`src/rtl/dram_ilv_pkg.sv`:
```
package dram_ilv_pkg;

  typedef enum logic [2:0] {
    ST_IDLE,
    ST_ACT,
    ST_COL,
    ST_PRE,
    ST_RACT,
    ST_RWB
  } ctl_state_e;

  // Beat count for a burst length code: 1, 2, 4 or 8.
  function automatic logic [3:0] burst_beats(input logic [1:0] mode);
    return 4'(4'd1 << mode);
  endfunction

endpackage

```
`src/rtl/dram_ilv_bank.sv`:
```
module dram_ilv_bank #(
  parameter int DATA_W = 16,
  parameter int ROW_W  = 3,
  parameter int COL_W  = 3
) (
  input  logic              clk,
  input  logic              rst_n,
  input  logic              open_i,
  input  logic [ROW_W-1:0]  row_i,
  input  logic              we_i,
  input  logic [COL_W-1:0]  col_i,
  input  logic [DATA_W-1:0] wdata_i,
  input  logic              close_i,
  output logic [DATA_W-1:0] rdata_o
);
  localparam int ROWS = 1 << ROW_W;
  localparam int COLS = 1 << COL_W;

  logic [DATA_W-1:0] cells [ROWS][COLS];
  logic [DATA_W-1:0] sense [COLS];
  logic [ROW_W-1:0]  open_row;

  always_ff @(posedge clk) begin
    if (!rst_n) begin
      for (int r = 0; r < ROWS; r++) begin
        for (int c = 0; c < COLS; c++) begin
          cells[r][c] <= '0;
        end
      end
      for (int c = 0; c < COLS; c++) begin
        sense[c] <= '0;
      end
      open_row <= '0;
    end else begin
      if (open_i) begin
        for (int c = 0; c < COLS; c++) begin
          sense[c] <= cells[row_i][c];
        end
        open_row <= row_i;
      end
      if (we_i) begin
        sense[col_i] <= wdata_i;
      end
      if (close_i) begin
        for (int c = 0; c < COLS; c++) begin
          cells[open_row][c] <= sense[c];
        end
      end
    end
  end

  assign rdata_o = sense[col_i];

endmodule

```
`src/rtl/dram_ilv_refresh.sv`:
```
module dram_ilv_refresh #(
  parameter int REF_INT = 1000,
  parameter int SEL_W   = 4
) (
  input  logic             clk,
  input  logic             rst_n,
  input  logic             take_i,
  output logic             pend_o,
  output logic [SEL_W-1:0] sel_o
);
  localparam int TMR_W = (REF_INT > 2) ? $clog2(REF_INT) : 1;

  logic [TMR_W-1:0] tmr;
  logic             tick;

  assign tick = (tmr == TMR_W'(REF_INT - 1));

  always_ff @(posedge clk) begin
    if (!rst_n) begin
      tmr    <= '0;
      pend_o <= 1'b0;
      sel_o  <= '0;
    end else begin
      tmr <= tick ? '0 : tmr + 1'b1;
      if (tick) begin
        pend_o <= 1'b1;
      end else if (take_i) begin
        pend_o <= 1'b0;
      end
      if (take_i) begin
        sel_o <= sel_o + 1'b1;
      end
    end
  end

endmodule

```
`src/rtl/dram_ilv_rdpipe.sv`:
```
module dram_ilv_rdpipe #(
  parameter int DATA_W = 16,
  parameter int DEPTH  = 2
) (
  input  logic              clk,
  input  logic              rst_n,
  input  logic              in_valid,
  input  logic [DATA_W-1:0] in_data,
  output logic              out_valid,
  output logic [DATA_W-1:0] out_data
);
  logic [DEPTH-1:0]  vld;
  logic [DATA_W-1:0] dat [DEPTH];

  always_ff @(posedge clk) begin
    if (!rst_n) begin
      vld <= '0;
      for (int s = 0; s < DEPTH; s++) begin
        dat[s] <= '0;
      end
    end else begin
      vld[0] <= in_valid;
      dat[0] <= in_data;
      for (int s = 1; s < DEPTH; s++) begin
        vld[s] <= vld[s-1];
        dat[s] <= dat[s-1];
      end
    end
  end

  assign out_valid = vld[DEPTH-1];
  assign out_data  = dat[DEPTH-1];

endmodule

```
`src/rtl/dram_ilv_ctrl.sv`:
```
module dram_ilv_ctrl
  import dram_ilv_pkg::*;
#(
  parameter int DATA_W  = 16,
  parameter int ROW_W   = 3,
  parameter int COL_W   = 3,
  parameter int TRC     = 4,
  parameter int RD_LAT  = 2,
  parameter int REF_INT = 1000
) (
  input  logic                         clk,
  input  logic                         rst_n,
  input  logic                         req_valid,
  output logic                         req_ready,
  input  logic                         req_write,
  input  logic [ROW_W+COL_W:0]         req_addr,
  input  logic [1:0]                   req_blen,
  input  logic [DATA_W-1:0]            req_wdata,
  output logic                         rd_valid,
  output logic [DATA_W-1:0]            rd_data
);
  localparam int ADDR_W    = ROW_W + COL_W + 1;
  localparam int REC_W     = $clog2(TRC + 1);
  localparam int REF_SEL_W = ROW_W + 1;

  function automatic logic addr_bank(input logic [ADDR_W-1:0] a);
    return a[0];
  endfunction

  function automatic logic [COL_W-1:0] addr_col(input logic [ADDR_W-1:0] a);
    return a[COL_W:1];
  endfunction

  function automatic logic [ROW_W-1:0] addr_row(input logic [ADDR_W-1:0] a);
    return a[ADDR_W-1:COL_W+1];
  endfunction

  ctl_state_e         state;
  logic               cur_bank;
  logic [ROW_W-1:0]   cur_row;
  logic [COL_W-1:0]   cur_col;
  logic [3:0]         beats_left;
  logic               cur_wr;
  logic [DATA_W-1:0]  cur_wdata;

  // Named internal events
  logic                 accept;
  logic                 state_idle;
  logic                 act_pulse;
  logic                 col_sel;
  logic                 row_close;
  logic                 ref_active;
  logic                 ref_start;
  logic                 ref_pend;
  logic                 ref_bank;
  logic [REF_SEL_W-1:0] ref_sel;
  logic [1:0]           bank_busy;
  logic [DATA_W-1:0]    bank_rdata [2];
  logic                 rd_push;

  assign state_idle = (state == ST_IDLE);
  assign act_pulse  = (state == ST_ACT) || (state == ST_RACT);
  assign col_sel    = (state == ST_COL);
  assign row_close  = (state == ST_PRE) || (state == ST_RWB);
  assign ref_active = (state == ST_RACT) || (state == ST_RWB);
  assign ref_bank   = ref_sel[0];
  assign ref_start  = state_idle && ref_pend && !bank_busy[ref_bank];

  assign req_ready  = state_idle && !ref_pend && !bank_busy[addr_bank(req_addr)];
  assign accept     = req_valid && req_ready;
  assign rd_push    = col_sel && !cur_wr;

  // Banks with their recovery counters
  for (genvar b = 0; b < 2; b++) begin : g_bank
    logic [REC_W-1:0] rec_cnt;
    logic             here;

    assign here = (cur_bank == 1'(b));

    dram_ilv_bank #(
      .DATA_W (DATA_W),
      .ROW_W  (ROW_W),
      .COL_W  (COL_W)
    ) u_bank (
      .clk     (clk),
      .rst_n   (rst_n),
      .open_i  (act_pulse && here),
      .row_i   (cur_row),
      .we_i    (col_sel && cur_wr && here),
      .col_i   (cur_col),
      .wdata_i (cur_wdata),
      .close_i (row_close && here),
      .rdata_o (bank_rdata[b])
    );

    always_ff @(posedge clk) begin
      if (!rst_n) begin
        rec_cnt <= '0;
      end else if (row_close && here) begin
        rec_cnt <= REC_W'(TRC);
      end else if (rec_cnt != '0) begin
        rec_cnt <= rec_cnt - 1'b1;
      end
    end

    assign bank_busy[b] = (rec_cnt != '0);
  end

  dram_ilv_refresh #(
    .REF_INT (REF_INT),
    .SEL_W   (REF_SEL_W)
  ) u_refresh (
    .clk    (clk),
    .rst_n  (rst_n),
    .take_i (ref_start),
    .pend_o (ref_pend),
    .sel_o  (ref_sel)
  );

  dram_ilv_rdpipe #(
    .DATA_W (DATA_W),
    .DEPTH  (RD_LAT)
  ) u_rdpipe (
    .clk       (clk),
    .rst_n     (rst_n),
    .in_valid  (rd_push),
    .in_data   (bank_rdata[cur_bank]),
    .out_valid (rd_valid),
    .out_data  (rd_data)
  );

  // Sequencer
  always_ff @(posedge clk) begin
    if (!rst_n) begin
      state      <= ST_IDLE;
      cur_bank   <= 1'b0;
      cur_row    <= '0;
      cur_col    <= '0;
      beats_left <= '0;
      cur_wr     <= 1'b0;
      cur_wdata  <= '0;
    end else begin
      unique case (state)
        ST_IDLE: begin
          if (ref_start) begin
            cur_bank <= ref_bank;
            cur_row  <= ref_sel[REF_SEL_W-1:1];
            state    <= ST_RACT;
          end else if (accept) begin
            cur_bank   <= addr_bank(req_addr);
            cur_row    <= addr_row(req_addr);
            cur_col    <= addr_col(req_addr);
            cur_wr     <= req_write;
            cur_wdata  <= req_wdata;
            beats_left <= req_write ? 4'd1 : burst_beats(req_blen);
            state      <= ST_ACT;
          end
        end
        ST_ACT:  state <= ST_COL;
        ST_COL: begin
          cur_col    <= cur_col + 1'b1;
          beats_left <= beats_left - 1'b1;
          if (beats_left == 4'd1) begin
            state <= ST_PRE;
          end
        end
        ST_PRE:  state <= ST_IDLE;
        ST_RACT: state <= ST_RWB;
        ST_RWB:  state <= ST_IDLE;
        default: state <= ST_IDLE;
      endcase
    end
  end

endmodule

```
`config.mk`:
```
export PLATFORM = sky130hd
export DESIGN_NAME = dram_ilv_ctrl
export DESIGN_NICKNAME = d
export VERILOG_FILES = /design/src/rtl/dram_ilv_pkg.sv /design/src/rtl/dram_ilv_bank.sv /design/src/rtl/dram_ilv_refresh.sv /design/src/rtl/dram_ilv_rdpipe.sv /design/src/rtl/dram_ilv_ctrl.sv
export SDC_FILE = /design/constraint.sdc
export NUM_CORES = 2
export LEC_CHECK = 0
export BUFFER_PORTS_ARGS = -buffer_cell sky130_fd_sc_hd__buf_2
export CAP_MARGIN = 5
export CORE_MARGIN = 2
export CORE_UTILIZATION = 40
export DETAILED_ROUTE_END_ITERATION = 8
export SLEW_MARGIN = 10
export SYNTH_ARGS = -nofsm -noshare
export SYNTH_HDL_FRONTEND = slang
export SYNTH_SLANG_ARGS = --single-unit
```
`constraint.sdc`:
```
create_clock -name clk -period 7.5 [get_ports clk]
set_input_delay 1.5 -clock clk [delete_from_list [all_inputs] [get_ports clk]]
set_output_delay 1.5 -clock clk [all_outputs]
set_load 0.01 [all_outputs]
```
==> metrics.md <==
| Metric | Value |
|---|---|
| Status | `finished, final reports clean` |
| CTS resizes | `0` |
| Synth cell count leaders | `edfxtp_1, and2_1, mux4_2, mux2i_1, o2bb2ai_1` |
| Fin crit share | `0.6044` |
| H-tree levels | `5` |
| Avg WL per Cell | `28.95 um` |
| Worst Path Required | `8.02 ns` |
| Bufs on Longest Clock Path | `4` |
| Top-count cell post-synth | `edfxtp_1` |
| Final setup viols | `0` |
| Maxcap violations | `0` |
| PwrDens | `282.9 mW/mm^2` |
| Synthesized flop and latch total | `2402` |
| Final Skew | `0.05104 ns` |
| Final ANT Viol Nets | `0` |
| YS warnings | `0` |
| DIE AREA | `0.2714 mm^2` |
| Initial antenna violation count | `14` |
| Synth area leaders | `edfxtp_1, and2_1, mux4_2` |
| Leak Pwr | `40.91 nW` |
| Sequential area share after synthesis | `0.6655` |
| DP Wirelength | `152.2 mm` |
| Post-synth EDFFs | `2304` |
| Ratio of cells with drive above 1 in the final layout | `0.1723` |
| Initial Util | `0.4026` |
| Critical path startpoint category | `flop` |
| RSZ-0062 raised after global routing | `no` |
| Worst R2R Start | `state[1]` |
| Min-Delay Path Class | `reg -> reg` |
| Top cell type's share of synthesized area | `0.6472` |
| Slew headroom | `0.09403` |
| Synth Net Count | `6607` |
| Die Span Y | `521.0 um` |
| First DRT Iteration DRCs | `6157` |
| Area Growth Syn to Fin | `11.83%` |
| Count of cell types in the netlist | `55` |
| Worst skew pair latency | `0.92 ns` |
| Asr flop ratio synth | `0` |
| Pins over their slew limit | `0` |
| CTS clk-pin slew, worst paths | `0.06 ns` |
| Placeable Area | `0.2656 mm^2` |
| Fmax | `220.6 MHz` |
| IO buf count | `46` |
| Grt ovf | `0` |
| Top Ports | `47` |
| Worst-path fanout max | `75` |
| Post-CTS Hold Buffers | `0` |
| Total GRT Usage | `0.2176` |
| Post-Route Utilization | `0.4502` |
| TritonCTS Buffers | `281` |
| Crit path DAT | `5.06 ns` |
| Worst Tran Pin Value | `1.359 ns` |
| Hold Crit Start | `u_rdpipe.vld[0]` |
| Tmin final | `4.533 ns` |
| Number of global-route vias before repair | `60.08k` |
| Routability cong. | `0.7671` |
| Total number of vias | `58.21k` |
| Avg Inst Size Synth | `16.28 um^2` |
| Hold Fails Final Rpt | `0` |
| Num rows | `189` |
| Peak VDD IR | `0.2420 mV` |
| First-pass GRT wire length | `429.5 mm` |
| Nets | `6561` |
| Clock tree root buffer cell | `clkbuf_16` |
| Setup TNS | `0 ns` |
| DRT Wirelength | `297.0 mm` |
| Router iterations before antenna repair | `5` |
| Top_reg_cell synth | `edfxtp_1` |
| Mapped Area | `0.1069 mm^2` |
| Largest area contributor in the netlist | `edfxtp_1` |
| Crit Path Class | `reg -> reg` |
| Pin count of the biggest net entering global routing | `130` |
| Post-Syn Instances | `6567` |
| Clock sinks | `2402` |
| Post-CTS setup buffer count | `0` |
| TritonCTS clock tree | `yes` |
| Die width | `521.0 um` |
| CP Capture Type | `flop` |
| Via/cell ratio | `5.675` |
| Drt drc | `0` |
| CP startpoint | `state[1]` |
[sequential cells by signal, summed over array words and instances (netlist names), named ones only]
name and cells:
state 3, u_refresh.sel_o 4, cur_wdata 16, cur_wr 1
cur_row 3, u_rdpipe.vld 2, g_bank.u_bank.open_row 6, u_refresh.pend_o 1
g_bank.u_bank.sense 256, g_bank.u_bank.cells 2048, g_bank.rec_cnt 6, u_refresh.tmr 10
cur_col 3, u_rdpipe.dat 32, beats_left 4, cur_bank 1
[cell usage in the layout, fill, tap and decap left out, types with 31 or more instances in the layout]
master,instances
edfxtp_1,2304
nand3_1,36
clkbuf_16,291
mux4_2,536
a22oi_1,51
dfxtp_1,91
clkbuf_1,66
clkinv_2,34
and2_1,2073
nand2_1,80
buf_4,115
o2bb2ai_1,240
buf_2,45
clkinv_1,56
o21ai_0,31
mux2i_1,345
[power breakdown]
group / internal (mW) / switching (mW)
Sequential: 15.4 / 0.716
Combinational: 1.79 / 2.97
Clock: 7.60 / 5.34
[metal layers]
metal | routed length (um) | GRT usage
met2 | 147200 | 0.3703
met1 | 120400 | 0.2890
met5 | 23 | 0
met4 | 9446 | 0.06788
met3 | 19890 | 0.03045
[cell families (layout without fill, tap and decap cells)]
logic type,Yosys count,count (layout),share of synthesized area
compound gates,397,397,0.02965
xor+xnor,15,15,0.001405
fa+ha+maj,11,11,0.001287
buf+inv,536,684,0.02212
flops,2402,2402,0.6655
mux,885,885,0.1456
other cells,0,9,0
simple gates,2321,2321,0.1344
[path summary, 6_finish.rpt]
| check | to | slack [ns] | cells after the start |
|---|---|---|---|
| worst max-delay path | g_bank[1].u_bank.cells[3][66] | 2.97 | 5 |
| worst min-delay path | u_rdpipe.vld[1] | 0.45 | 1 |
| worst max register to register | g_bank[1].u_bank.cells[3][66] | 2.97 | 5 |
| worst min register to register | u_rdpipe.vld[1] | 0.45 | 1 |
[layout make-up]
class                   instances  area, um^2
multi-input cells            3629       33730
fillers                     22900      146000
well taps                    3533        4420
clock buffers                 363        7612
inverters                      19       71.32
diodes                          9       22.52
clock inverters               114       882.1
flip-flops and latches       2402       71170
repair buffers                188        1649
[through the flow]
step | hold slack (ns) | worst slack (ns) | instances | total power, mW | cell area [um^2]
after global placement | 0.4322 | 2.198 | 9771 | 21.15 | 111000
final | 0.4456 | 2.967 | 10260 | 33.82 | 119600
after CTS | 0.4472 | 2.991 | 10250 | 34.06 | 119500
after global routing | 0.4553 | 2.828 | 10250 | 34.83 | 119500
after floorplan | 0.4119 | 1.316 | 6567 | 19.10 | 106900
after detailed placement | 0.4287 | 2.204 | 9771 | 21.19 | 111000
[worst max-delay path, cell delays in order, from the launching register on]
cell,delay (ns)
dfxtp_1,0.90
xor2_4,0.29
and4_1,0.34
and3_4,0.91
nand2b_4,0.93
buf_4,0.67
Note: power is estimated with default switching activity, not from simulation.
